File: src/rtl/pe_pkg.sv
package pe_pkg;

    typedef enum logic [4:0] {
        OP_NOP    = 5'd0,
        OP_MOV8   = 5'd1,
        OP_MOV1   = 5'd2,
        OP_RD8    = 5'd3,
        OP_WR8    = 5'd4,
        OP_RD1    = 5'd5,
        OP_WR1    = 5'd6,
        OP_INC    = 5'd7,
        OP_ADD    = 5'd8,
        OP_SUB    = 5'd9,
        OP_CMP    = 5'd10,
        OP_ROTR   = 5'd11,
        OP_ROTL   = 5'd12,
        OP_LOG8   = 5'd13,
        OP_LOG1   = 5'd14,
        OP_BC8    = 5'd15,
        OP_BC1    = 5'd16,
        OP_ENABLE = 5'd17,
        OP_REP8   = 5'd18,
        OP_REP1   = 5'd19
    } pe_op_e;

    localparam logic [2:0] SEL_A   = 3'd0;
    localparam logic [2:0] SEL_B   = 3'd1;
    localparam logic [2:0] SEL_C   = 3'd2;
    localparam logic [2:0] SEL_IO  = 3'd3;
    localparam logic [2:0] SEL_PTR = 3'd4;
    localparam logic [2:0] SEL_MEM = 3'd5;

endpackage

File: src/rtl/pe_lut.sv
module pe_lut (
    input  logic [3:0] fn,
    input  logic       a,
    input  logic       b,
    output logic       y
);
    // The truth table is indexed by the operand pair {a,b}.
    always_comb begin
        y = fn[{a, b}];
    end
endmodule

File: src/rtl/pe_alu.sv
module pe_alu #(
    parameter int DW = 8
) (
    input  logic [DW-1:0] a8,
    input  logic [DW-1:0] b8,
    input  logic [DW-1:0] opnd,
    input  logic          a1,
    input  logic          b1,
    input  logic          c1,
    input  logic [3:0]    fn,
    output logic [DW-1:0] sum,
    output logic          carry,
    output logic [DW-1:0] diff,
    output logic          borrow,
    output logic          eq,
    output logic          gt,
    output logic [DW-1:0] log8,
    output logic          log1,
    output logic [DW-1:0] rotr_b8,
    output logic          rotr_b1,
    output logic [DW-1:0] rotl_b8,
    output logic          rotl_b1
);
    localparam int XW = DW + 1;

    logic [XW-1:0] add_x;
    logic [XW-1:0] sub_x;

    always_comb begin
        add_x  = {1'b0, a8} + {1'b0, opnd} + {{DW{1'b0}}, c1};
        sub_x  = {1'b0, a8} - {1'b0, opnd} - {{DW{1'b0}}, c1};
        sum    = add_x[DW-1:0];
        carry  = add_x[DW];
        diff   = sub_x[DW-1:0];
        borrow = sub_x[DW];
        eq     = (opnd == a8);
        gt     = (opnd > a8);
        // Nine-bit ring formed by B1 and B8
        rotr_b8 = {b1, b8[DW-1:1]};
        rotr_b1 = b8[0];
        rotl_b8 = {b8[DW-2:0], b1};
        rotl_b1 = b8[DW-1];
    end

    for (genvar i = 0; i < DW; i++) begin : g_lane
        pe_lut u_lut (.fn(fn), .a(a8[i]), .b(b8[i]), .y(log8[i]));
    end

    pe_lut u_lut_bit (.fn(fn), .a(a1), .b(b1), .y(log1));

endmodule

File: src/rtl/pe_lmem.sv
module pe_lmem #(
    parameter int DW = 8,
    parameter int AW = 6
) (
    input  logic          clk,
    input  logic [AW-1:0] addr,
    input  logic          we8,
    input  logic [DW-1:0] wd8,
    input  logic          we1,
    input  logic          wd1,
    output logic [DW-1:0] rd8,
    output logic          rd1
);
    localparam int DEPTH = 1 << AW;

    logic [DW-1:0]    cells8 [DEPTH];
    logic [DEPTH-1:0] cells1;

    always_ff @(posedge clk) begin
        if (we8) begin
            cells8[addr] <= wd8;
        end
        if (we1) begin
            cells1[addr] <= wd1;
        end
    end

    // Combinational read, so operand and string compare see the cell in the same cycle
    always_comb begin
        rd8 = cells8[addr];
        rd1 = cells1[addr];
    end
endmodule

File: src/rtl/simd_pe.sv
module simd_pe #(
    parameter int DW = 8,
    parameter int AW = 6
) (
    input  logic          clk,
    input  logic          rst_n,
    input  logic          op_valid,
    input  logic [4:0]    opcode,
    input  logic [2:0]    src_sel,
    input  logic [2:0]    dst_sel,
    input  logic [3:0]    logic_fn,
    input  logic [DW-1:0] bcast_data,
    input  logic          str_mode,
    output logic [DW-1:0] rpt_byte,
    output logic          rpt_bit,
    output logic          enabled
);
    import pe_pkg::*;

    localparam int PAD = DW - AW;

    typedef struct packed {
        logic [DW-1:0] a8;
        logic [DW-1:0] b8;
        logic [DW-1:0] c8;
        logic [DW-1:0] io8;
        logic [AW-1:0] ptr;
        logic          a1;
        logic          b1;
        logic          c1;
        logic          io1;
        logic          run;
        logic [DW-1:0] rpt8;
        logic          rpt1;
    } pe_state_t;

    pe_state_t st_d, st_q;
    pe_op_e    op;

    logic [DW-1:0] ram8_rd;
    logic          ram1_rd;
    logic          we8_d, we1_d;
    logic [DW-1:0] byte_src;
    logic          bit_src;
    logic          bw_en, fw_en;
    logic [DW-1:0] bw_val;
    logic          fw_val;
    logic [AW-1:0] mar_cur;

    logic [DW-1:0] alu_sum, alu_diff, alu_log8, alu_rr8, alu_rl8;
    logic          alu_carry, alu_borrow, alu_eq, alu_gt, alu_log1, alu_rr1, alu_rl1;

    assign op      = pe_op_e'(opcode);
    assign mar_cur = st_q.ptr;

    // Operand selection
    always_comb begin
        case (src_sel)
            SEL_A:   byte_src = st_q.a8;
            SEL_B:   byte_src = st_q.b8;
            SEL_C:   byte_src = st_q.c8;
            SEL_IO:  byte_src = st_q.io8;
            SEL_PTR: byte_src = {{PAD{1'b0}}, st_q.ptr};
            SEL_MEM: byte_src = ram8_rd;
            default: byte_src = '0;
        endcase
        case (src_sel)
            SEL_A:   bit_src = st_q.a1;
            SEL_B:   bit_src = st_q.b1;
            SEL_C:   bit_src = st_q.c1;
            SEL_IO:  bit_src = st_q.io1;
            SEL_PTR: bit_src = st_q.run;
            SEL_MEM: bit_src = ram1_rd;
            default: bit_src = 1'b0;
        endcase
    end

    pe_alu #(.DW(DW)) u_alu (
        .a8(st_q.a8), .b8(st_q.b8), .opnd(byte_src),
        .a1(st_q.a1), .b1(st_q.b1), .c1(st_q.c1), .fn(logic_fn),
        .sum(alu_sum), .carry(alu_carry), .diff(alu_diff), .borrow(alu_borrow),
        .eq(alu_eq), .gt(alu_gt), .log8(alu_log8), .log1(alu_log1),
        .rotr_b8(alu_rr8), .rotr_b1(alu_rr1), .rotl_b8(alu_rl8), .rotl_b1(alu_rl1)
    );

    pe_lmem #(.DW(DW), .AW(AW)) u_mem (
        .clk(clk), .addr(st_q.ptr),
        .we8(we8_d), .wd8(byte_src), .we1(we1_d), .wd1(bit_src),
        .rd8(ram8_rd), .rd1(ram1_rd)
    );

    // Next-state logic
    always_comb begin
        st_d   = st_q;
        we8_d  = 1'b0;
        we1_d  = 1'b0;
        bw_en  = 1'b0;
        bw_val = byte_src;
        fw_en  = 1'b0;
        fw_val = bit_src;
        if (op_valid) begin
            if (str_mode) begin
                if (st_q.run) begin
                    st_d.ptr = st_q.ptr + 1'b1;
                    if (bcast_data != ram8_rd) begin
                        st_d.run = 1'b0;
                    end
                end
            end else if (op == OP_ENABLE) begin
                st_d.run = 1'b1;
            end else if (st_q.run) begin
                case (op)
                    OP_MOV8: bw_en = 1'b1;
                    OP_MOV1: fw_en = 1'b1;
                    OP_RD8: begin
                        bw_en  = 1'b1;
                        bw_val = ram8_rd;
                    end
                    OP_WR8:  we8_d = 1'b1;
                    OP_RD1: begin
                        fw_en  = 1'b1;
                        fw_val = ram1_rd;
                    end
                    OP_WR1:  we1_d = 1'b1;
                    OP_INC:  st_d.ptr = st_q.ptr + 1'b1;
                    OP_ADD: begin
                        st_d.c8 = alu_sum;
                        st_d.c1 = alu_carry;
                    end
                    OP_SUB: begin
                        st_d.c8 = alu_diff;
                        st_d.c1 = alu_borrow;
                    end
                    OP_CMP: begin
                        st_d.a1 = alu_eq;
                        st_d.b1 = alu_gt;
                    end
                    OP_ROTR: begin
                        st_d.b8 = alu_rr8;
                        st_d.b1 = alu_rr1;
                    end
                    OP_ROTL: begin
                        st_d.b8 = alu_rl8;
                        st_d.b1 = alu_rl1;
                    end
                    OP_LOG8: st_d.c8 = alu_log8;
                    OP_LOG1: st_d.c1 = alu_log1;
                    OP_BC8: begin
                        bw_en  = 1'b1;
                        bw_val = bcast_data;
                    end
                    OP_BC1: begin
                        fw_en  = 1'b1;
                        fw_val = bcast_data[0];
                    end
                    OP_REP8: st_d.rpt8 = byte_src;
                    OP_REP1: st_d.rpt1 = bit_src;
                    default: ;
                endcase
                if (bw_en) begin
                    case (dst_sel)
                        SEL_A:   st_d.a8  = bw_val;
                        SEL_B:   st_d.b8  = bw_val;
                        SEL_C:   st_d.c8  = bw_val;
                        SEL_IO:  st_d.io8 = bw_val;
                        SEL_PTR: st_d.ptr = bw_val[AW-1:0];
                        default: ;
                    endcase
                end
                if (fw_en) begin
                    case (dst_sel)
                        SEL_A:   st_d.a1  = fw_val;
                        SEL_B:   st_d.b1  = fw_val;
                        SEL_C:   st_d.c1  = fw_val;
                        SEL_IO:  st_d.io1 = fw_val;
                        SEL_PTR: st_d.run = fw_val;
                        default: ;
                    endcase
                end
            end
        end
    end

    always_ff @(posedge clk) begin
        if (!rst_n) begin
            st_q     <= '0;
            st_q.run <= 1'b1;
        end else begin
            st_q <= st_d;
        end
    end

    assign rpt_byte = st_q.rpt8;
    assign rpt_bit  = st_q.rpt1;
    assign enabled  = st_q.run;

endmodule

File: config.mk
export PLATFORM = sky130hd
export DESIGN_NAME = simd_pe
export DESIGN_NICKNAME = d
export VERILOG_FILES = /design/src/rtl/pe_pkg.sv /design/src/rtl/pe_lut.sv /design/src/rtl/pe_alu.sv /design/src/rtl/pe_lmem.sv /design/src/rtl/simd_pe.sv
export SDC_FILE = /design/constraint.sdc
export NUM_CORES = 1
export LEC_CHECK = 0
export BUFFER_PORTS_ARGS = -buffer_cell sky130_fd_sc_hd__buf_4
export CORE_UTILIZATION = 43
export DETAILED_ROUTE_END_ITERATION = 16
export GPL_ROUTABILITY_DRIVEN = 0
export SLEW_MARGIN = 20
export SYNTH_ARGS = -nofsm -noshare
export SYNTH_HDL_FRONTEND = slang
export SYNTH_SLANG_ARGS = --single-unit
File: constraint.sdc
create_clock -name clk -period 12.7 [get_ports clk]
set_input_delay 2.54 -clock clk [delete_from_list [all_inputs] [get_ports clk]]
set_output_delay 2.54 -clock clk [all_outputs]
set_load 0.02 [all_outputs]
After elaboration in Yosys (flattened, before gate mapping)

Memories as Yosys holds them, arrays and structs flattened. A register that Yosys moved wholly into a read port is not among the register bits.
Index checks and enable logic that the tools add are counted.

Register bits after elaboration: 116
RAM bits: 512
Input bits: 27
Output and inout bits: 10
Logic and storage cells: 154
Memories: 1

$add $sub $neg: 5
Order comparisons: 12
Equal/unequal tests: 31
Muxes and demuxes: 78
Bitwise operators: 2
Reduce and logical (&&, ||, !) cells: 12

Memory list:

| name         | depth | bits a word | read ports | clocked after Yosys merged registers in | write ports | line          | RTL |
|---|---|---|---|---|---|---|---|
| u_mem.cells8 | 64    | 8           | 1          | 1                                       | 1           | pe_lmem.sv:16 | `logic [DW-1:0] cells8 [DEPTH];` |

Operator list:

| kind                                                                         | count |
|---|---|
| 64-bit bitwise mux                                                           | 1 |
| 8-bit case mux with 6 select lines                                           | 1 |
| 1-bit 2-to-1 mux                                                             | 44 |
| 5-bit by 4-bit equality test with 1-bit output, second input constant        | 8 |
| 6-bit 2-to-1 mux                                                             | 6 |
| 8-bit 2-to-1 mux                                                             | 4 |
| 8-bit case mux with 2 select lines                                           | 2 |
| 30-bit 2-to-1 mux                                                            | 1 |
| 2-bit by 3-bit less-than comparator with 1-bit output, second input constant | 9 |
| 8-bit case mux with 3 select lines                                           | 1 |
| 5-bit by 3-bit equality test with 1-bit output, second input constant        | 4 |
| 5-bit equality test, second input constant                                   | 4 |
| 20-bit 2-to-1 mux                                                            | 1 |
| 1-bit binary-select mux with 2-bit select                                    | 9 |
| 6-bit AND reduction                                                          | 3 |
| 3-bit by 2-bit equality test with 1-bit output, second input constant        | 4 |
| 5-bit by 2-bit equality test with 1-bit output, second input constant        | 2 |
| 10-bit 2-to-1 mux                                                            | 1 |
| 5-bit AND reduction                                                          | 2 |
| 8-bit by 8-bit adder with 9-bit output                                       | 1 |
| 9-bit by 1-bit adder with 9-bit output                                       | 1 |
| 3-bit equality test, second input constant                                   | 3 |
| 8-bit by 8-bit subtractor with 9-bit output                                  | 1 |
| 9-bit by 1-bit subtractor with 9-bit output                                  | 1 |
| other kinds (21)                                                             | 26 |

Depth between registers and ports, before layout

Gate-level depths: netlist of run 1.

Word-level depth: 13
Mapped depth: 25
Gate-level depth less buffers: 20

Modules after synthesis

Synthesis of run 1 repeated with hierarchy kept, for this count alone.

Cells, all modules: 2072
Area total of the unflattened synthesis: 28423.5 µm²

Modules (own cells, without submodules):

| module  | times used | cells an instance | area each (µm²) | sequential area each (µm²) |
|---|---|---|---|---|
| pe_lmem | 1          | 1350              | 22619.2         | 17296.6 |
| simd_pe | 1          | 561               | 4379.2          | 1041.0 |
| pe_alu  | 1          | 152               | 1222.4          | 0.0 |
| pe_lut  | 9          | 1                 | 22.5            | 0.0 |

Least setup slack after synthesis of run 1

OpenSTA, ideal clock, no wires.

Kind: in2reg
From: input src_sel[0]
To: register st_q[34] in the netlist's numbering
Library setup time: 70 ps
Arrival: 8075 ps
Required time: 12630 ps
Setup slack: 4555 ps
Cell stages on the path: 14
Path buffers: 1
Path through: clkbuf_1 > nand2_1 > o21ai_0 > inv_1 > fa_1 > nor2b_1 > o21bai_1 > a21oi_1 > o21bai_1 > xnor2_1 > o21ai_0 > a21oi_1 > a211o_1 > a21boi_1

Cells in the longest elaborated chain, start to end: 7
Elaborated cells between the ends (all ways): 15
Classes of those cells: add/sub: 4; eq/ne: 5; mux: 5; reduce/logical: 1

Ends and longest elaborated chain:

| element                                                                                                      | line                       | RTL |
|---|---|---|
| from (decl)                                                                                                  | simd_pe.sv:9               | `input logic [2:0] src_sel,` |
| 3-bit equality test, or another cell as far along                                                            | simd_pe.sv:58              | `case (src_sel)` |
| 8-bit case mux with 6 select lines (*)                                                                       | simd_pe.sv:58              |  |
| via byte_src[1]                                                                                              | simd_pe.sv:43              | `logic [DW-1:0] byte_src;` |
| 8-bit by 8-bit subtractor with 9-bit output / 8-bit by 8-bit adder with 9-bit output (equally long branches) | pe_alu.sv:31, pe_alu.sv:30 |  |
| 9-bit by 1-bit subtractor with 9-bit output / 9-bit by 1-bit adder with 9-bit output (equally long branches) | pe_alu.sv:31, pe_alu.sv:30 |  |
| 8-bit case mux with 3 select lines (*)                                                                       | simd_pe.sv:112             | `case (op)` |
| 8-bit 2-to-1 mux                                                                                             | simd_pe.sv:161             | `case (dst_sel)` |
| 30-bit 2-to-1 mux (*)                                                                                        | simd_pe.sv:160             | `if (bw_en) begin` |
| to (signal assigned)                                                                                         | simd_pe.sv:189             | `st_q <= st_d;` |
| to (decl)                                                                                                    | simd_pe.sv:37              | `pe_state_t st_d, st_q;` |

Mark *: on every way through the listed nets, which the timed path passes. The rest lies on a longest branch.
A chain may end at the register's enable or synchronous reset.

==> flow_metrics.py, run 1 <==
metrics = {
    "outcome": {
        "status": "complete, no violations",
    },
    "pwr": {
        "vdd_drop_max_uv": 125.7,
        "p_leak_nw": 9.986,
        "intPower_mw": 3.537,
        "switchingPower_mw": 0.9993,
        "p_per_area_nw_per_um2": 145.4,
        "swShare": 0.2203,
        "p_clk_frac": 0.433,
        "combPwrFrac": 0.064,
        "power_mw": 4.536,
        "seq_power_share": 0.503,
    },
    "logic_synthesis": {
        "synth_adder_area_share": 0.01748,
        "synth_fp_nets": 1907,
        "synthMuxAreaShare": 0.1355,
        "synth_edf_count": 576,
        "ys_types": 80,
        "synth_compound_area_frac": 0.07738,
        "yosysSeqAreaShare": 0.6579,
        "yosysWarnings": 0,
        "ys_ff_latch": 634,
        "synth_top_area_share": 0.6165,
        "synthArstFlopShare": 0,
        "syn_area_um2": 28050,
        "avgSynthCellArea_um2": 15.21,
        "synth_commonest_cells": "edfxtp_1 (576), nor2_1 (198), nand2_1 (121)",
        "ys.flop_type": "edfxtp_1",
        "yosysMostFrequentCell": "edfxtp_1",
        "synthTopCellsByArea": "edfxtp_1 (62%), mux4_2 (9.1%), dfxtp_1 (4.1%)",
        "yosys.area_share.simple": 0.07345,
        "syn_inst": 1845,
        "synth_xor_area_frac": 0.008429,
        "synth_largest_area_cell": "edfxtp_1",
        "synth_top_family_by_area": "multiplexers",
    },
    "clocking": {
        "clockBufferDepth": 3,
        "clock_latency_ns": 0.61,
        "cts_sinks": 634,
        "post_cts_buffers": 0,
        "cts-resized-gates": 0,
        "cts_tree": "built",
        "cts-htree-levels": 3,
        "clkSlewWorstSetupHoldPaths_ns": 0.06,
        "cts_made_buffers": 68,
        "cts_hold_buf": 0,
        "clock-root-buffer": "clkbuf_16",
    },
    "global_route": {
        "track_usage": 0.2261,
        "grt_max_degree": 109,
        "grt_pass1_wl_mm": 110.5,
        "first_global_vias": 16420,
        "grt-ovfl-total": 0,
        "antenna_found_initial": 0,
    },
    "worst_setup_path": {
        "cp_top_family": "buffers and inverters",
        "start_kind": "flop",
        "critPathBufInv": 3,
        "cp.required_ns": 13.17,
        "cpMaxStageDelayCell": "clkinv_2",
        "worstReg2RegEnd": "st_q[35]",
        "reg2reg_depth": 19,
        "slowest_delay_ns": 0.92,
        "worstPathCellList": "buf_4 -> buf_4 -> mux4_2 -> o21ai_0 -> nand2_1 -> nand3_1 -> o21ai_1 -> a21boi_0 -> clkinv_2 -> fa_1 -> nand2b_1 -> a21oi_1 -> nor2_1 -> o21bai_1 -> a21oi_1 -> o31ai_1 -> xnor2_1 -> a2111oi_0 -> o31ai_1",
        "rrSetupSlack_ns": 5.49,
        "path_max_fanout": 65,
        "arrival_ns": 7.67,
        "cp.depth": 19,
        "end_kind": "flop",
        "criticalPathCategory": "flop to flop",
    },
    "timing": {
        "finalSetupTns_ns": 0,
        "grt_setup_unrepaired": "false",
        "setup_viol": 0,
        "worst_slew_pin_slew_ns": 1.240,
        "fin_ws_ns": 5.491,
        "finalWorstPathRequiredPeriod_ns": 7.209,
        "period_share": 0.5676,
        "slew_violations": 0,
        "fmax_ghz": 0.1387,
        "finClkSkew_ns": 0.02521,
        "max_slew_margin": 0.1714,
        "hold_viol": 0,
        "hold_ws_ns": 0.4698,
    },
    "hold_path": {
        "min-delay-start": "st_q[23]",
        "holdPathStages": 2,
        "hold_end": "st_q[23]",
        "hold_class": "flop to flop",
    },
    "final_layout": {
        "fin_nets": 1926,
        "antenna_cells": 0,
        "drive_above_1_share": 0.1628,
        "area_growth_pct": 11.23,
    },
    "drt": {
        "wl_per_cell_um": 26.98,
        "postRouteAntennaNets": 0,
        "wl_mm": 74.79,
        "num_vias": 16690,
        "routed_via_density": 6.021,
        "dr.pass1.iters": 7,
        "first_iter_violations": 1856,
        "drc": 0,
    },
    "die": {
        "initial_core_util": 0.4352,
        "die_h_um": 257.4,
        "core_region_area_um2": 64460,
        "die_w_um": 257.4,
        "die_area_um2": 66270,
        "io_pins": 37,
        "row_count": 93,
    },
    "placed_design": {
        "dp_hpwl_mm": 46.90,
        "place_ws_ns": 5.633,
        "port_buffers": 36,
    },
    "flow_run": {
        "max-cap-violations": 0,
    },
}
-- metrics by stage --
stage,cells,cell area (um2),utilization
after floorplan,1845,28050,-
after global routing,2772,31200,0.4840
after detailed placement,2649,28990,0.4498
after global placement,2646,28970,0.4494
after CTS,2772,31180,0.4836
final,2772,31200,0.4840
-- tightest hold or removal path, stage by stage (launching register included) --
cell	delay, ns
dfxtp_1	0.32
nand2_1	0.06
a21oi_1	0.05
-- final cells by class --
| cell class | count | area, um2 |
|---|---|---|
| inverter | 46 | 175.2 |
| timing repair buffer | 61 | 469.2 |
| sequential | 634 | 18470 |
| clock inverter | 36 | 327.8 |
| clock buffer | 87 | 1857 |
| fill | 5534 | 33260 |
| multi-input combinational | 1053 | 8837 |
| tap | 855 | 1070 |
-- sequential cells by signal (all words and copies together), names as in the netlist, named ones only --
name	flops
enabled	1
mar_cur	6
rpt_bit	1
rpt_byte	8
st_q	36
u_mem.cells1	64
u_mem.cells8	512
-- layout by cell type, fill, tap and decap left out, types with 9 or more instances in the layout --
cell       instances
o21ai_0           47
clkbuf_16         71
a31oi_1           13
nor2_1           198
nor2b_1           21
a21oi_1           72
xor2_1            10
nand2_1          120
clkinv_1          19
ha_1              28
nor3_1             9
nand4_1           10
nand3_1           30
and2_1            15
dfxtp_1           54
mux4_2           113
xnor2_1           17
inv_1             38
and3_1             9
mux2_2            13
buf_4             57
mux4_1            12
a211oi_1          16
clkbuf_1          14
nand2b_1          10
mux2i_1           78
edfxtp_1         576
a22oi_1           36
a221oi_1          18
-- per-layer routing --
layer / wire, um / GRT usage / share of wire / vias up
li1: - / - / - / 7257
met1: 32480 / 0.3237 / 0.43 / 8607
met2: 34920 / 0.3505 / 0.47 / 706
met3: 5302 / 0.04216 / 0.071 / 120
met4: 2081 / 0.07002 / 0.028 / 0
met5: 0 / 0 / 0 / -
-- logic make-up (layout without fill, tap and decap cells) --
| group | after synthesis | count (layout) |
|---|---|---|
| flip-flops | 634 | 634 |
| XOR/XNOR | 27 | 27 |
| AO/OA/AOI/OAI | 316 | 316 |
| AND/OR/NAND/NOR | 458 | 458 |
| multiplexers | 217 | 217 |
| buffers and inverters | 158 | 230 |
| adder cells (fa/ha/maj) | 35 | 35 |
-- how the worst max path moves through the flow --
stage | to | slack, ns
2_1_floorplan | st_q[34] | 4.56
3_3_place_gp | st_q[34] | 5.83
3_5_place_dp | st_q[34] | 5.63
4_1_cts | st_q[34] | 5.77
5_1_grt | st_q[35] | 4.74
6_report | st_q[35] | 5.49
-- power by group through the flow --
stage / combinational, mW / sequential, mW / clock (mW)
4_1_cts: 0.289 / 2.28 / 1.99
5_1_grt: 0.308 / 2.28 / 2.06
2_1_floorplan: 0.207 / 2.32 / 0
3_3_place_gp: 0.285 / 2.33 / 0
3_5_place_dp: 0.288 / 2.33 / 0
6_report: 0.290 / 2.28 / 1.96
Note: power is estimated with default switching activity, not from simulation.
==> run 2: changes to the inputs <==
==> constraint.sdc (replaced) <==
create_clock -name clk -period 6.2 [get_ports clk]
set_input_delay 1.24 -clock clk [delete_from_list [all_inputs] [get_ports clk]]
set_output_delay 1.24 -clock clk [all_outputs]
set_load 0.02 [all_outputs]
==> run 2 against run 1 <==
  * Final cell count up 0.97%
  * First-iteration DRC count is 5.2% higher
  * Power increased by 100%
  * Hold slack worse by 0.018 ns
  * Sequential power is 110% higher
  * Design area rose by 0.76%
  * Register-to-register slack worse by 4.5 ns
  * Combinational power rose by 110%
==> flow_metrics.py, run 2 (synthesis gave the netlist of run 1 again) <==
metrics = {
    "clocking": {
        "cts_hold_buf": 0,
        "cts-resized-gates": 0,
        "clock-root-buffer": "clkbuf_16",
        "cts-htree-levels": 3,
        "clock_latency_ns": 0.61,
        "clkSlewWorstSetupHoldPaths_ns": 0.06,
        "cts_tree": "built",
        "cts_sinks": 634,
        "clockBufferDepth": 3,
        "cts_made_buffers": 68,
        "post_cts_buffers": 0,
    },
    "worst_setup_path": {
        "criticalPathCategory": "flop to flop",
        "cpMaxStageDelayCell": "dfxtp_4",
        "worstReg2RegEnd": "st_q[34]",
        "cpMostUsedCell": "a21oi_1",
        "worstPathCellList": "buf_12 -> mux4_1 -> mux2i_1 -> a22o_1 -> a31oi_1 -> a22o_1 -> a21oi_1 -> inv_2 -> ha_1 -> inv_1 -> ha_1 -> o21bai_1 -> a21oi_1 -> o21bai_1 -> xnor2_1 -> o21ai_0 -> a21oi_1 -> a211o_1 -> a21boi_1",
        "cp_top_family": "compound AO/OA/AOI/OAI gates",
        "slowest_delay_ns": 0.81,
        "reg2reg_depth": 19,
        "cp.depth": 19,
        "critPathBufInv": 3,
        "cp.required_ns": 6.74,
        "arrival_ns": 5.79,
        "start_kind": "flop",
        "crit_end": "st_q[34]",
        "path_max_fanout": 36,
        "end_kind": "flop",
        "rrSetupSlack_ns": 0.95,
    },
    "die": {
        "die_w_um": 257.4,
        "die_area_um2": 66270,
        "io_pins": 37,
        "row_count": 93,
        "die_h_um": 257.4,
        "initial_core_util": 0.4352,
        "core_region_area_um2": 64460,
    },
    "final_layout": {
        "fin_nets": 1954,
        "largestRegisters": "u_mem.cells8 (512), u_mem.cells1 (64), st_q (36)",
        "area_growth_pct": 12.07,
        "fillCellCount": 5491,
        "drive_above_1_share": 0.1750,
        "multi_input_area_um2": 8833,
        "largest_register": "u_mem.cells8",
        "layout_commonest_cell": "edfxtp_1",
        "final_cell_mix": "edfxtp_1 (576), nor2_1 (197), nand2_1 (120)",
        "largest_reg_flops": 512,
        "ff_latch_area_um2": 18470,
    },
    "timing": {
        "period_share": 0.8472,
        "finalSetupTns_ns": 0,
        "max_slew_margin": 0.2904,
        "setup_viol": 0,
        "finalWorstPathRequiredPeriod_ns": 5.252,
        "finClkSkew_ns": 0.02879,
        "hold_viol": 0,
        "grt_setup_unrepaired": "false",
        "worst_slew_pin_slew_ns": 1.063,
        "fmax_ghz": 0.1904,
        "hold_ws_ns": 0.4521,
        "slew_violations": 0,
    },
    "pwr": {
        "p_per_area_nw_per_um2": 295.0,
        "power_mw": 9.276,
        "p_leak_nw": 10.14,
        "vdd_drop_max_uv": 224.5,
    },
    "drt": {
        "wl_mm": 75.29,
        "first_iter_violations": 1953,
        "dr.pass1.iters": 5,
        "num_vias": 16940,
        "wl_per_cell_um": 26.90,
        "routed_via_density": 6.050,
        "postRouteAntennaNets": 0,
        "drc": 0,
    },
    "outcome": {
        "status": "complete, no violations",
    },
    "global_route": {
        "first_global_vias": 16540,
        "grt-ovfl-total": 0,
        "track_usage": 0.2281,
        "grt_max_degree": 67,
        "antenna_found_initial": 1,
        "grt_pass1_wl_mm": 111.6,
    },
    "flow_run": {
        "max-cap-violations": 0,
    },
    "hold_path": {
        "hold_class": "flop to flop",
    },
    "placed_design": {
        "port_buffers": 36,
        "dp_hpwl_mm": 49.07,
    },
}
## run 2: how the worst min path moves through the flow
stage               startpoint       end  slack (ns)  cells after the start
CTS                   st_q[25]  st_q[25]        0.45                      2
global route          st_q[25]  st_q[25]        0.49                      2
detailed placement    st_q[25]  st_q[25]        0.44                      2
floorplan             st_q[23]  st_q[23]        0.43                      2
finish                st_q[25]  st_q[25]        0.45                      2
global placement      st_q[23]  st_q[23]        0.44                      2
## run 2: stage by stage
step	cells	instance area, um2	setup WS [ns]	utilization
6_report	2799	31440	0.9477	0.4877
2_1_floorplan	1845	28050	0.3184	-
3_3_place_gp	2676	29260	0.9781	0.4539
5_1_grt	2798	31440	0.5944	0.4877
4_1_cts	2798	31420	0.9510	0.4874
3_5_place_dp	2677	29270	0.9665	0.4540
## run 2: report_power, final
group	switching (mW)	internal, mW	leakage (nW)
logic	0.370	0.237	3.31
clock network	1.67	2.32	1.05
registers	0.0305	4.65	5.78
total	2.07	7.21	10.1
## run 2: final cells by class
class,instances,share of cell area
Sequential cell,634,0.5874
Multi-Input combinational cell,1053,0.2810
Clock buffer,90,0.05906
Tap cell,855,0.03403
Timing Repair Buffer,89,0.02356
Clock inverter,31,0.009432
Inverter,46,0.005492
Antenna cell,1,0.00007959
## run 2: per-layer routing
| layer | share of wire | up-vias | wire length [um] | GRT usage |
|---|---|---|---|---|
| met5 | 0.00016 | - | 12 | 0 |
| met4 | 0.027 | 2 | 2043 | 0.06755 |
| met3 | 0.068 | 122 | 5123 | 0.03014 |
| met2 | 0.48 | 748 | 35800 | 0.3647 |
| met1 | 0.43 | 8740 | 32310 | 0.3263 |
| li1 | - | 7323 | - | - |
## run 2: worst min-delay path, stage by stage, from the launching register on
cell     delay, ns
dfxtp_1       0.31
nand2_1       0.05
a21oi_1       0.05
